--- src/rtl/dsm_iq_pkg.sv ---
package dsm_iq_pkg;

   // Output slot within one carrier period (four fast clocks).
   typedef enum logic [1:0] {
      SLOT_I    = 2'd0,
      SLOT_Q    = 2'd1,
      SLOT_IBAR = 2'd2,
      SLOT_QBAR = 2'd3
   } slot_e;

   localparam int unsigned BRANCHES = 2;

   // Symmetric clipping to +/- lim.
   function automatic logic signed [31:0] clip32(input logic signed [31:0] val,
                                                 input logic signed [31:0] lim);
      if (val > lim)       return lim;
      else if (val < -lim) return -lim;
      else                 return val;
   endfunction

endpackage

--- src/rtl/dsm_iq_seq.sv ---
module dsm_iq_seq
   import dsm_iq_pkg::*;
#(
   parameter int unsigned N_MAX = 64,
   parameter int unsigned N_W   = 7
)(
   input  logic           clk,
   input  logic           rst,
   input  logic [N_W-1:0] ratio_n,
   output slot_e          slot,
   output logic           car_end,
   output logic           smp_bnd,
   output logic [N_W-1:0] n_cur
);

   localparam int unsigned CNT_W = (N_MAX > 1) ? $clog2(N_MAX) : 1;
   localparam logic [N_W-1:0] N_TOP = N_W'(N_MAX);

   generate
      if (N_MAX < 1) begin : g_bad_nmax
         $error("dsm_iq_seq: N_MAX must be at least 1");
      end
      if ($clog2(N_MAX + 1) > N_W) begin : g_bad_nw
         $error("dsm_iq_seq: N_W too narrow for N_MAX");
      end
      if (CNT_W > N_W) begin : g_bad_cnt
         $error("dsm_iq_seq: counter wider than ratio field");
      end
   endgenerate

   logic [CNT_W-1:0] per_cnt;
   logic [N_W-1:0]   n_next;

   // Out-of-range ratios are clamped into 1..N_MAX.
   always_comb begin
      if (ratio_n == '0)         n_next = N_W'(1);
      else if (ratio_n > N_TOP)  n_next = N_TOP;
      else                       n_next = ratio_n;
   end

   assign car_end = (slot == SLOT_QBAR);
   assign smp_bnd = car_end && (N_W'(per_cnt) == (n_cur - N_W'(1)));

   always_ff @(posedge clk) begin
      if (rst) begin
         slot    <= SLOT_I;
         per_cnt <= '0;
         n_cur   <= n_next;
      end else begin
         slot <= slot_e'(slot + 2'd1);
         if (smp_bnd) begin
            per_cnt <= '0;
            n_cur   <= n_next;
         end else if (car_end) begin
            per_cnt <= per_cnt + CNT_W'(1);
         end
      end
   end

endmodule

--- src/rtl/dsm_iq_mod.sv ---
module dsm_iq_mod
   import dsm_iq_pkg::*;
#(
   parameter int unsigned IN_W   = 16,
   parameter int unsigned ACC_W  = 20,
   parameter bit          SAT_EN = 1'b1
)(
   input  logic                   clk,
   input  logic                   rst,
   input  logic                   step,
   input  logic signed [IN_W-1:0] x,
   output logic                   bit_q
);

   localparam logic signed [31:0] FS  = 32'sd1 <<< (IN_W - 1);
   localparam logic signed [31:0] LIM = (32'sd1 <<< (ACC_W - 1)) - 32'sd1;

   generate
      if (IN_W < 2 || IN_W > 24) begin : g_bad_in
         $error("dsm_iq_mod: IN_W out of range 2..24");
      end
      if (ACC_W < IN_W + 3 || ACC_W > 30) begin : g_bad_acc
         $error("dsm_iq_mod: ACC_W must be IN_W+3 .. 30");
      end
   endgenerate

   // Quantisation errors of the two previous steps.
   logic signed [ACC_W-1:0] e1, e2;
   logic signed [31:0]      xw, e1w, e2w, v_raw, v_use, y_val, e_use;
   logic                    y_bit;

   // Noise shaping (1 - z^-1)^2: v = x - 2*e[n-1] + e[n-2].
   always_comb begin
      xw    = 32'(x);
      e1w   = 32'(e1);
      e2w   = 32'(e2);
      v_raw = xw - (e1w <<< 1) + e2w;
   end

   generate
      if (SAT_EN) begin : g_sat
         always_comb begin
            v_use = clip32(v_raw, LIM);
            y_bit = ~v_use[31];
            y_val = y_bit ? FS : -FS;
            e_use = clip32(y_val - v_use, LIM);
         end
      end else begin : g_wrap
         always_comb begin
            v_use = 32'(ACC_W'(v_raw));
            y_bit = ~v_use[31];
            y_val = y_bit ? FS : -FS;
            e_use = 32'(ACC_W'(y_val - v_use));
         end
      end
   endgenerate

   always_ff @(posedge clk) begin
      if (rst) begin
         e1    <= '0;
         e2    <= '0;
         bit_q <= 1'b0;
      end else if (step) begin
         e2    <= e1;
         e1    <= ACC_W'(e_use);
         bit_q <= y_bit;
      end
   end

endmodule

--- src/rtl/dsm_iq_mux.sv ---
module dsm_iq_mux
   import dsm_iq_pkg::*;
(
   input  logic                clk,
   input  logic                rst,
   input  slot_e               slot,
   input  logic                armed,
   input  logic [BRANCHES-1:0] br_bit,
   output logic                rf_out
);

   logic [1:0]          slot_v;
   logic [BRANCHES-1:0] chop;
   logic                pick;

   assign slot_v = slot;

   // Per-branch chopper: true bit in the first half period, inverted in the second.
   generate
      for (genvar b = 0; b < BRANCHES; b++) begin : g_chop
         assign chop[b] = br_bit[b] ^ slot_v[1];
      end
   endgenerate

   // Combining selector alternates branches every fast clock.
   assign pick = chop[slot_v[0]];

   always_ff @(posedge clk) begin
      if (rst) rf_out <= 1'b0;
      else     rf_out <= armed & pick;
   end

endmodule

--- src/rtl/dsm_iq_tx.sv ---
module dsm_iq_tx
   import dsm_iq_pkg::*;
#(
   parameter int unsigned IN_W   = 16,
   parameter int unsigned ACC_W  = 20,
   parameter int unsigned N_MAX  = 64,
   parameter int unsigned N_W    = 7,
   parameter bit          SAT_EN = 1'b1
)(
   input  logic                   clk,
   input  logic                   rst,
   input  logic signed [IN_W-1:0] i_smp,
   input  logic signed [IN_W-1:0] q_smp,
   input  logic                   smp_vld,
   input  logic [N_W-1:0]         ratio_n,
   output logic                   smp_stb,
   output logic                   rf_out
);

   slot_e                   slot_idx;
   logic                    car_end;
   logic                    smp_bnd;
   logic [N_W-1:0]          n_cur;
   logic signed [IN_W-1:0]  hold_i, hold_q;
   logic                    armed_q;
   logic [BRANCHES-1:0]     br_bit;
   logic signed [IN_W-1:0]  br_x [BRANCHES];

   dsm_iq_seq #(
      .N_MAX (N_MAX),
      .N_W   (N_W)
   ) u_seq (
      .clk     (clk),
      .rst     (rst),
      .ratio_n (ratio_n),
      .slot    (slot_idx),
      .car_end (car_end),
      .smp_bnd (smp_bnd),
      .n_cur   (n_cur)
   );

   assign smp_stb = smp_bnd;

   // Sample capture at the boundary; held for N carrier periods.
   always_ff @(posedge clk) begin
      if (rst) begin
         hold_i  <= '0;
         hold_q  <= '0;
         armed_q <= 1'b0;
      end else if (smp_bnd && smp_vld) begin
         hold_i  <= i_smp;
         hold_q  <= q_smp;
         armed_q <= 1'b1;
      end
   end

   assign br_x[0] = hold_i;
   assign br_x[1] = hold_q;

   generate
      for (genvar b = 0; b < BRANCHES; b++) begin : g_branch
         dsm_iq_mod #(
            .IN_W   (IN_W),
            .ACC_W  (ACC_W),
            .SAT_EN (SAT_EN)
         ) u_mod (
            .clk   (clk),
            .rst   (rst),
            .step  (car_end & armed_q),
            .x     (br_x[b]),
            .bit_q (br_bit[b])
         );
      end
   endgenerate

   dsm_iq_mux u_mux (
      .clk    (clk),
      .rst    (rst),
      .slot   (slot_idx),
      .armed  (armed_q),
      .br_bit (br_bit),
      .rf_out (rf_out)
   );

endmodule

--- config.mk ---
export PLATFORM = sky130hd
export DESIGN_NAME = dsm_iq_tx
export DESIGN_NICKNAME = d
export VERILOG_FILES = /design/src/rtl/dsm_iq_pkg.sv /design/src/rtl/dsm_iq_seq.sv /design/src/rtl/dsm_iq_mod.sv /design/src/rtl/dsm_iq_mux.sv /design/src/rtl/dsm_iq_tx.sv
export SDC_FILE = /design/constraint.sdc
export NUM_CORES = 1
export LEC_CHECK = 0
export BUFFER_PORTS_ARGS = -buffer_cell sky130_fd_sc_hd__buf_4
export CAP_MARGIN = 0
export CORE_ASPECT_RATIO = 0.6
export CORE_MARGIN = 2
export CORE_UTILIZATION = 29
export CTS_CLUSTER_SIZE = 20
export DETAILED_ROUTE_END_ITERATION = 12
export PLACE_DENSITY_LB_ADDON = 0.15
export SLEW_MARGIN = 20
export SYNTH_ARGS = -nofsm -noshare
export SYNTH_HDL_FRONTEND = slang
export SYNTH_SLANG_ARGS = --single-unit
--- constraint.sdc ---
create_clock -name clk -period 10.4 [get_ports clk]
set_input_delay 1.56 -clock clk [delete_from_list [all_inputs] [get_ports clk]]
set_output_delay 1.56 -clock clk [all_outputs]
set_load 0.005 [all_outputs]
Word level (Yosys, flattened, before mapping) --
Cells that the tools add are included.
Storage, ports and cells: bits in registers 131, bits of input ports 42, word-level logic and storage cells 61
Operators by class: add/subtract/negate cells 9, order comparisons 10, eq/ne operators 2, muxes and demuxes 16, bitwise logic cells 6, reduce and logical (&&, ||, !) cells 5
Operators by type and width (count):
- 32-bit two-way mux | 6
- 32-bit by 20-bit greater-than comparator with 1-bit output, second input constant | 4
- 32-bit by 20-bit less-than comparator with 1-bit output, second input constant | 4
- 20-bit two-way mux | 4
- 32-bit subtractor | 2
- 22-bit by 20-bit adder with 23-bit output | 2
- 16-bit by 21-bit subtractor with 22-bit output | 2
- 7-bit two-way mux | 4
- 6-bit by 7-bit equality test with 1-bit output | 1
- 7-bit greater-than comparator, second input constant | 1
- 7-bit logical NOT | 1
- 7-bit by 1-bit subtractor with 7-bit output, second input constant | 1
- 6-bit by 1-bit adder with 6-bit output, second input constant | 1
- 2-bit by 1-bit adder with 2-bit output, second input constant | 1
- 1-bit bitwise AND | 2
- 2-bit equality test, second input constant | 1
- 1-bit logical AND | 2
- 1-bit by 2-bit less-than comparator with 1-bit output, second input constant | 1
- 1-bit two-way mux | 2
- 1-bit inverter | 2
- 2-bit nonzero test | 1
- 2-bit OR reduction | 1
- 1-bit XOR | 2

Logic depth before layout (Yosys ltp) --
Gate-level depths: netlist (run 1).
word-level depth 10, mapped depth 34, depth with buffers taken out 29

Hierarchy --
From an unflattened synthesis (run 1), not the netlist that was laid out.
Unflattened totals: cells, all modules 1453, area, all modules 11987.7 µm²
By module, submodules not included:
- dsm_iq_mod at g_branch[1].u_mod | times used 1, cells an instance 611, area each 4850.9 µm²
- dsm_iq_mod at g_branch[0].u_mod | times used 1, cells an instance 612, area each 4759.6 µm²
- dsm_iq_tx | times used 1, cells an instance 150, area each 1511.4 µm²
- dsm_iq_seq | times used 1, cells an instance 75, area each 809.5 µm²
- dsm_iq_mux | times used 1, cells an instance 5, area each 56.3 µm²

Least setup slack after synthesis (run 1) --
OpenSTA, ideal clock, no wires.
kind reg2reg, start point register g_branch[0].u_mod.e2[11], end point register g_branch[0].u_mod.e1[10], setup time 0.116 ns, arrival 6.700 ns, required time 10.284 ns, path slack 3.584 ns, stages on the path, launching flop included 33, period minus slack after synthesis 6.816 ns, cell sequence dfxtp_1 > inv_1 > fa_1 > inv_1 > ha_1 > clkbuf_1 > a21oi_1 > o21ai_0 > a22oi_1 > a41oi_1 > nor4b_1 > nor2_1 > nor2_1 > o21ai_0 > ha_1 > clkbuf_1 > clkbuf_1 > clkbuf_1 > nor2_1 > nor2_1 > ha_1 > inv_1 > o31ai_1 > nand2_1 > nor4_4 > xnor2_1 > o31ai_1 > nand4_1 > or4_1 > o31ai_2 > a31o_2 > buf_4 > nor3_1
Between the ends: cells in the longest elaborated chain, start to end 9
RTL lines:
- from (decl) | line dsm_iq_mod.sv:28 | logic signed [ACC_W-1:0] e1, e2;
- from (signal assigned) | line dsm_iq_mod.sv:61 | e2 <= '0;
- from (signal assigned) | line dsm_iq_mod.sv:64 | e2 <= e1;
- 22-bit by 20-bit adder with 23-bit output * | line dsm_iq_mod.sv:37 | v_raw = xw - (e1w <<< 1) + e2w;
- 32-bit by 20-bit less-than comparator with 1-bit output | line dsm_iq_pkg.sv:17 | else if (val < -lim) return -lim;
- 32-bit two-way mux | line dsm_iq_pkg.sv:17
- 32-bit two-way mux * | line dsm_iq_pkg.sv:16 | if (val > lim) return lim;
- 32-bit two-way mux | line dsm_iq_mod.sv:45 | y_val = y_bit ? FS : -FS;
- 32-bit subtractor * | line dsm_iq_mod.sv:46 | e_use = clip32(y_val - v_use, LIM);
- 32-bit by 20-bit less-than comparator with 1-bit output | line dsm_iq_pkg.sv:17
- 20-bit two-way mux | line dsm_iq_pkg.sv:17
- 20-bit two-way mux * | line dsm_iq_pkg.sv:16
- to (signal assigned) | line dsm_iq_mod.sv:65 | e1 <= ACC_W'(e_use);
- to (decl) | line dsm_iq_mod.sv:28
Every way passes the cells marked *; elsewhere a longest branch is shown, timed or not. A chain may end at the register's enable or synchronous reset.

Worst setup path in the final report (run 1) --
start point register g_branch[1].u_mod.e2[3], end point register g_branch[1].u_mod.e1[0]
Between the ends: cells in the longest elaborated chain, start to end 9
RTL lines (line):
- from (decl) | dsm_iq_mod.sv:28
- from (signal assigned) | dsm_iq_mod.sv:61
- from (signal assigned) | dsm_iq_mod.sv:64
- 22-bit by 20-bit adder with 23-bit output * | dsm_iq_mod.sv:37
- 32-bit by 20-bit less-than comparator with 1-bit output | dsm_iq_pkg.sv:17
- 32-bit two-way mux | dsm_iq_pkg.sv:17
- 32-bit two-way mux * | dsm_iq_pkg.sv:16
- 32-bit two-way mux | dsm_iq_mod.sv:45
- 32-bit subtractor * | dsm_iq_mod.sv:46
- 32-bit by 20-bit less-than comparator with 1-bit output | dsm_iq_pkg.sv:17
- 20-bit two-way mux | dsm_iq_pkg.sv:17
- 20-bit two-way mux * | dsm_iq_pkg.sv:16
- to (signal assigned) | dsm_iq_mod.sv:65
- to (decl) | dsm_iq_mod.sv:28
Marked as above.

==> results.json, run 1 <==
{
  "ant_nets": 0,
  "cts_tree": "yes",
  "rows": 55,
  "synthArstFlopShare_pct": 0,
  "synth-seq-cells": 131,
  "antenna_found_initial": 0,
  "p_leak_nw": 5.33,
  "ioPinCount": 44,
  "dr.pass1.iters": 5,
  "cp.arrival_ns": 8.21,
  "path_max_fanout": 23,
  "ctsResizeCount": 0,
  "ys_warn_count": 0,
  "peakVddDrop_mv": 0.122,
  "port_buffers": 43,
  "fp.coreArea_um2": 37400,
  "tightest_slew_ns": 1.06,
  "yosysSeqAreaShare_pct": 24.6,
  "synth_nets": 1578,
  "fmax_ghz": 0.126,
  "rsz0062_at_grt": "no",
  "die_area_um2": 39300,
  "tns_ns": 0,
  "worst-setup-path-type": "reg2reg",
  "final_cell_mix": "inv_1 (170), nor2_1 (166), nand2_1 (153), dfxtp_1 (124), a21oi_1 (113)",
  "h-tree-depth": 4,
  "grt_pass1_wl_um": 52200,
  "synth_edf_count": 7,
  "ys_types": 87,
  "clock_latency_ns": 0.45,
  "cts.clk_slew.worst_paths_ns": 0.06,
  "cts_setup_buffers": 0,
  "drt_iter0_drc": 847,
  "wl_per_cell_um": 16.7,
  "grtUsageTotal_pct": 17.1,
  "grt_max_degree": 58,
  "drive_gt1_share_pct": 8.30,
  "grt_overflow": 0,
  "dp_hpwl_um": 25300,
  "grt_pass1_vias": 8953,
  "fin_nets": 1582,
  "required_ns": 10.68,
  "netlist_area_um2": 10900,
  "cts_made_buffers": 17,
  "cts_sinks": 131,
  "outcome": "finished, final reports clean",
  "viasPerCell": 4.95,
  "route.final.wire_length_um": 32700,
  "initial_core_util_pct": 29.2,
  "hp-class": "reg2reg",
  "power_density_nw_per_um2": 111,
  "postSynthAreaPerCell_um2": 7.65,
  "skew_ns": 0.0137,
  "synth_top_area_share_pct": 22.7,
  "hold_viol_final": 0,
  "synth_area_leaders": "dfxtp_1 (23%), ha_1 (7.7%), fa_1 (7.3%)",
  "maxCapViolations": 0,
  "syn_inst": 1429,
  "maxSlewHeadroom_pct": 29.4,
  "final.period_utilization_pct": 76.2,
  "gp_congestion": 0.855,
  "layout_commonest_cell": "inv_1",
  "yosysTopAreaCell": "dfxtp_1",
  "startpoint_type": "flip-flop",
  "end_kind": "flip-flop",
  "synth-main-ff-cell": "dfxtp_1",
  "die_x_um": 255,
  "timing.hold.ws_ns": 0.455,
  "drcViolationCount": 0,
  "area_growth_pct": 11.9,
  "cts_root_buf": "clkbuf_16",
  "ctsHoldBuffers": 0,
  "clk_path_buf_depth": 2,
  "drv_slew": 0,
  "via_count": 9696,
  "num_antenna_cells": 0,
  "setup_viol": 0,
  "fin_crit_ns": 7.93,
  "dieHeight_um": 154
}
[per-layer routing]
| layer | global-route usage, % | share of wire [%] | wire length, um | vias up |
|---|---|---|---|---|
| li1 | - | - | - | 4886 |
| met1 | 29.1 | 58 | 19100 | 4551 |
| met2 | 20.6 | 35 | 11300 | 240 |
| met3 | 3.97 | 6.4 | 2090 | 19 |
| met4 | 2.98 | 0.72 | 235 | 0 |
| met5 | 0 | 0 | 0 | - |
[stage by stage]
stage               total power, mW  util, %  setup WS, ns  cells  area (um^2)
floorplan                     0.688        -          3.58   1429        10900
global placement              0.771     31.2          2.57   1927        11700
detailed placement            0.767     31.2          2.66   1927        11700
CTS                            1.37     32.7          2.62   1959        12200
global route                   1.42     32.7          1.77   1959        12200
finish                         1.36     32.7          2.47   1959        12200
[registers in the layout (all words and copies together), names as in the netlist]
name and flops:
u_seq.n_cur 7, u_seq.slot 2, u_seq.per_cnt 6, g_branch.u_mod.bit_q 2
g_branch.u_mod.e1 40, armed_q 1, hold_q 16, u_mux.rf_out 1
g_branch.u_mod.e2 40, hold_i 16
[worst max-delay path: stages, from the launching register on]
cell and delay (ns):
dfxtp_1 0.33, inv_1 0.06, fa_1 0.54, inv_1 0.05
ha_1 0.35, a21o_1 0.20, a31o_2 0.26, a211oi_2 0.41
o21ai_0 0.33, a21boi_0 0.30, xor2_1 0.18, nand4_1 0.09
nor3_1 0.26, nand3_1 0.12, o31ai_1 0.22, ha_1 0.34
buf_4 0.26, nor3_1 0.49, ha_1 0.33, inv_1 0.13
a21oi_1 0.43, o211a_1 0.27, a31oi_1 0.17, o31ai_1 0.34
xor2_1 0.12, o21ai_0 0.16, and3_1 0.81, a311oi_1 0.19
[logic make-up (layout without fill, tap and decap cells)]
| family | Yosys count | after routing | share of synthesized area, % |
|---|---|---|---|
| buffers and inverters | 240 | 257 | 8.73 |
| AOI/OAI and AO/OA | 329 | 329 | 19.7 |
| DFF | 131 | 131 | 24.6 |
| muxes | 48 | 48 | 4.47 |
| xor gates and xnor gates | 77 | 77 | 6.17 |
| adders and majority gates | 107 | 107 | 15.0 |
| and+or+nand+nor | 497 | 497 | 21.3 |
[final timing paths]
path	startpoint	endpoint	slack, ns	cells past startpoint
worst max-delay path	g_branch[1].u_mod.e2[3]	g_branch[1].u_mod.e1[0]	2.47	27
worst min-delay path	g_branch[1].u_mod.e2[12]	g_branch[1].u_mod.e2[12]	0.45	2
worst min register to register	g_branch[1].u_mod.e2[12]	g_branch[1].u_mod.e2[12]	0.45	2
worst max register to register	g_branch[1].u_mod.e2[3]	g_branch[1].u_mod.e1[0]	2.47	27
[power breakdown]
part           total, mW  leakage, nW  switching, mW  internal [mW]
combinational      0.248         3.99          0.154         0.0938
sequential         0.512         1.07        0.00275          0.509
clock              0.598        0.267          0.265          0.333
total               1.36         5.33          0.422          0.935
[final cells by class]
class / count / area, um^2
fill: 4100 / 25200
multi-input combinational: 1058 / 7300
sequential: 131 / 2690
inverter: 173 / 649
clock inverter: 13 / 126
tap: 513 / 642
timing repair buffer: 52 / 390
clock buffer: 19 / 433
[synth_stat cells (all sizes together) (5+ instances only)]
master and number:
o211ai 6, o31ai 10, o21a 7, o21ai 53
o21bai 8, o31a 5, o22ai 12, a31oi 11
nand2b 14, nand3 23, and2 10, nand2 155
nor4 9, inv 170, or2 8, a21o 19
fa 40, or3 7, a21oi 113, clkbuf 54
a22oi 5, nor2 166, ha 67, nor4b 5
a311oi 6, and3 6, mux2i 44, a41oi 6
nor2b 24, nor3 35, edfxtp 7, nand4 19
a211oi 31, xor2 39, dfxtp 124, xnor2 38
buf 12
(Power assumes the default switching activity.)
==> run 2, diff against run 1 <==
==> constraint.sdc (replaced) <==
create_clock -name clk -period 7.4 [get_ports clk]
set_input_delay 1.11 -clock clk [delete_from_list [all_inputs] [get_ports clk]]
set_output_delay 1.11 -clock clk [all_outputs]
set_load 0.005 [all_outputs]
==> results.json, run 2 (synthesis gave the netlist of run 1 again) <==
{
  "skew_ns": 0.0115,
  "cts_made_buffers": 17,
  "dr.pass1.iters": 6,
  "initial_core_util_pct": 29.2,
  "dp_hpwl_um": 26000,
  "peakVddDrop_mv": 0.156,
  "cts_root_buf": "clkbuf_16",
  "dp.cells": 1958,
  "critical_path.top_delay_family": "compound AO/OA/AOI/OAI gates",
  "grt_pass1_wl_um": 53200,
  "pre_cts_ws_ns": -0.0852,
  "ctsHoldBuffers": 0,
  "fin_crit_ns": 7.06,
  "die_area_um2": 39300,
  "clk_path_buf_depth": 2,
  "instances_no_fill": 1995,
  "drt_iter0_drc": 758,
  "worst-setup-path-type": "reg2reg",
  "fill_cells": 3980,
  "maxCapViolations": 0,
  "port_buffers": 43,
  "maxSlewHeadroom_pct": 45.9,
  "route.final.wire_length_um": 34000,
  "rows": 55,
  "grt_overflow": 0,
  "via_count": 9890,
  "antenna_found_initial": 1,
  "routed.top_layer": "met4",
  "met3_wirelength_um": 1490,
  "tightest_slew_ns": 0.800,
  "fin_nets": 1618,
  "hp-class": "reg2reg",
  "fmax_ghz": 0.142,
  "cts.clk_slew.worst_paths_ns": 0.07,
  "grt_max_degree": 63,
  "final_cell_mix": "inv_1 (169), nor2_1 (165), nand2_1 (151), dfxtp_1 (124), a21oi_1 (109)",
  "h-tree-depth": 4,
  "cts_sinks": 131,
  "layout_commonest_cell": "inv_1",
  "startpoint_type": "flip-flop",
  "final.period_utilization_pct": 95.4,
  "path_buf_inv": 6,
  "power_density_nw_per_um2": 154,
  "viasPerCell": 4.96,
  "area_growth_pct": 16.2,
  "num_antenna_cells": 0,
  "die_x_um": 255,
  "setup_viol": 0,
  "grtUsageTotal_pct": 17.5,
  "cp-startpoint": "g_branch[0].u_mod.e2[4]",
  "grt_pass1_vias": 9162,
  "ioPinCount": 44,
  "outcome": "finished, final reports clean",
  "crit_top_cell": "inv_1",
  "met2_length_um": 12000,
  "crit_slowest_cell": "fa_1",
  "wl_met1_um": 20300,
  "dieHeight_um": 154,
  "clock_latency_ns": 0.45,
  "drv_slew": 0,
  "gp_congestion": 0.858,
  "fp.coreArea_um2": 37400,
  "cp.arrival_ns": 7.41,
  "cpPeakStageDelay_ns": 0.53,
  "path_max_fanout": 6,
  "required_ns": 7.75,
  "ant_nets": 0,
  "end_kind": "flip-flop",
  "cts_tree": "yes",
  "wl_per_cell_um": 17.0,
  "reg2reg_from": "g_branch[0].u_mod.e2[4]",
  "timing.hold.ws_ns": 0.454,
  "hp-start": "g_branch[1].u_mod.e2[7]",
  "power_mw": 1.96,
  "p_leak_nw": 5.55,
  "drive_gt1_share_pct": 12.3,
  "fin_ws_ns": 0.341,
  "hold_viol_final": 0,
  "drcViolationCount": 0,
  "top_regs": "g_branch.u_mod.e1: 40 flops, g_branch.u_mod.e2: 40 flops"
}
==> run 2: cell count changes in the layout (fill, tap and decap cells not counted), moves of 3 or more <==
cell     previous run  this run
buf_4              52        87
a21oi_1           113       109
ha_1               67        63
o21ai_1             1         5
a21oi_2             0         3
o21ai_0            51        48
==> run 2: power breakdown <==
part,switching (mW),internal (mW)
logic,0.227,0.157
registers,0.00406,0.715
clock network,0.384,0.471
total,0.615,1.34
==> run 2: final timing paths <==
kind,slack [ns],end,cells after the start
setup / recovery,0.34,g_branch[0].u_mod.e1[13],29
hold / removal,0.45,g_branch[1].u_mod.e2[7],2
setup reg to reg,0.34,g_branch[0].u_mod.e1[13],29
hold reg to reg,0.45,g_branch[1].u_mod.e2[7],2
==> run 2: metal layers <==
layer / track usage [%] / vias up
met3: 3.32 / 14
met4: 3.34 / 0
met2: 21.3 / 203
met1: 30.0 / 4726
li1: - / 4947
met5: 0 / -
==> run 2: worst reg2reg max path, delay by kind of cell, from the launching register on <==
kind | cells | cell delay [ns]
AO/OA/AOI/OAI | 9 | 2.09
AND/OR/NAND/NOR | 8 | 1.89
adder cells (fa/ha/maj) | 4 | 1.48
buffers and inverters | 6 | 0.66
XOR/XNOR | 2 | 0.52
flip-flops | 1 | 0.33
==> run 2: stage by stage <==
step                instance area (um^2)  TNS (ns)  utilization (%)
global placement                   11900         0             31.8
CTS                                12500         0             33.4
finish                             12700         0             34.0
floorplan                          10900         0                -
detailed placement                 11900    -0.111             31.8
global route                       12700   -0.0855             34.0
==> run 2: final cells by class <==
class | instances | area, um^2 | share of cell area (%)
clock buffers | 17 | 425 | 3.35
clock inverters | 15 | 145 | 1.14
inverters | 173 | 649 | 5.11
multi-input cells | 1058 | 7480 | 58.9
flip-flops and latches | 131 | 2690 | 21.2
well taps | 513 | 642 | 5.05
repair buffers | 88 | 673 | 5.30
==> run 2: repair_timing <==
item,CTS,global route
pin swaps,0,11
endpoints found under the setup margin,16,38
resized for setup,2,36
buffers inserted,0,5
hold endpoints to repair,0,0
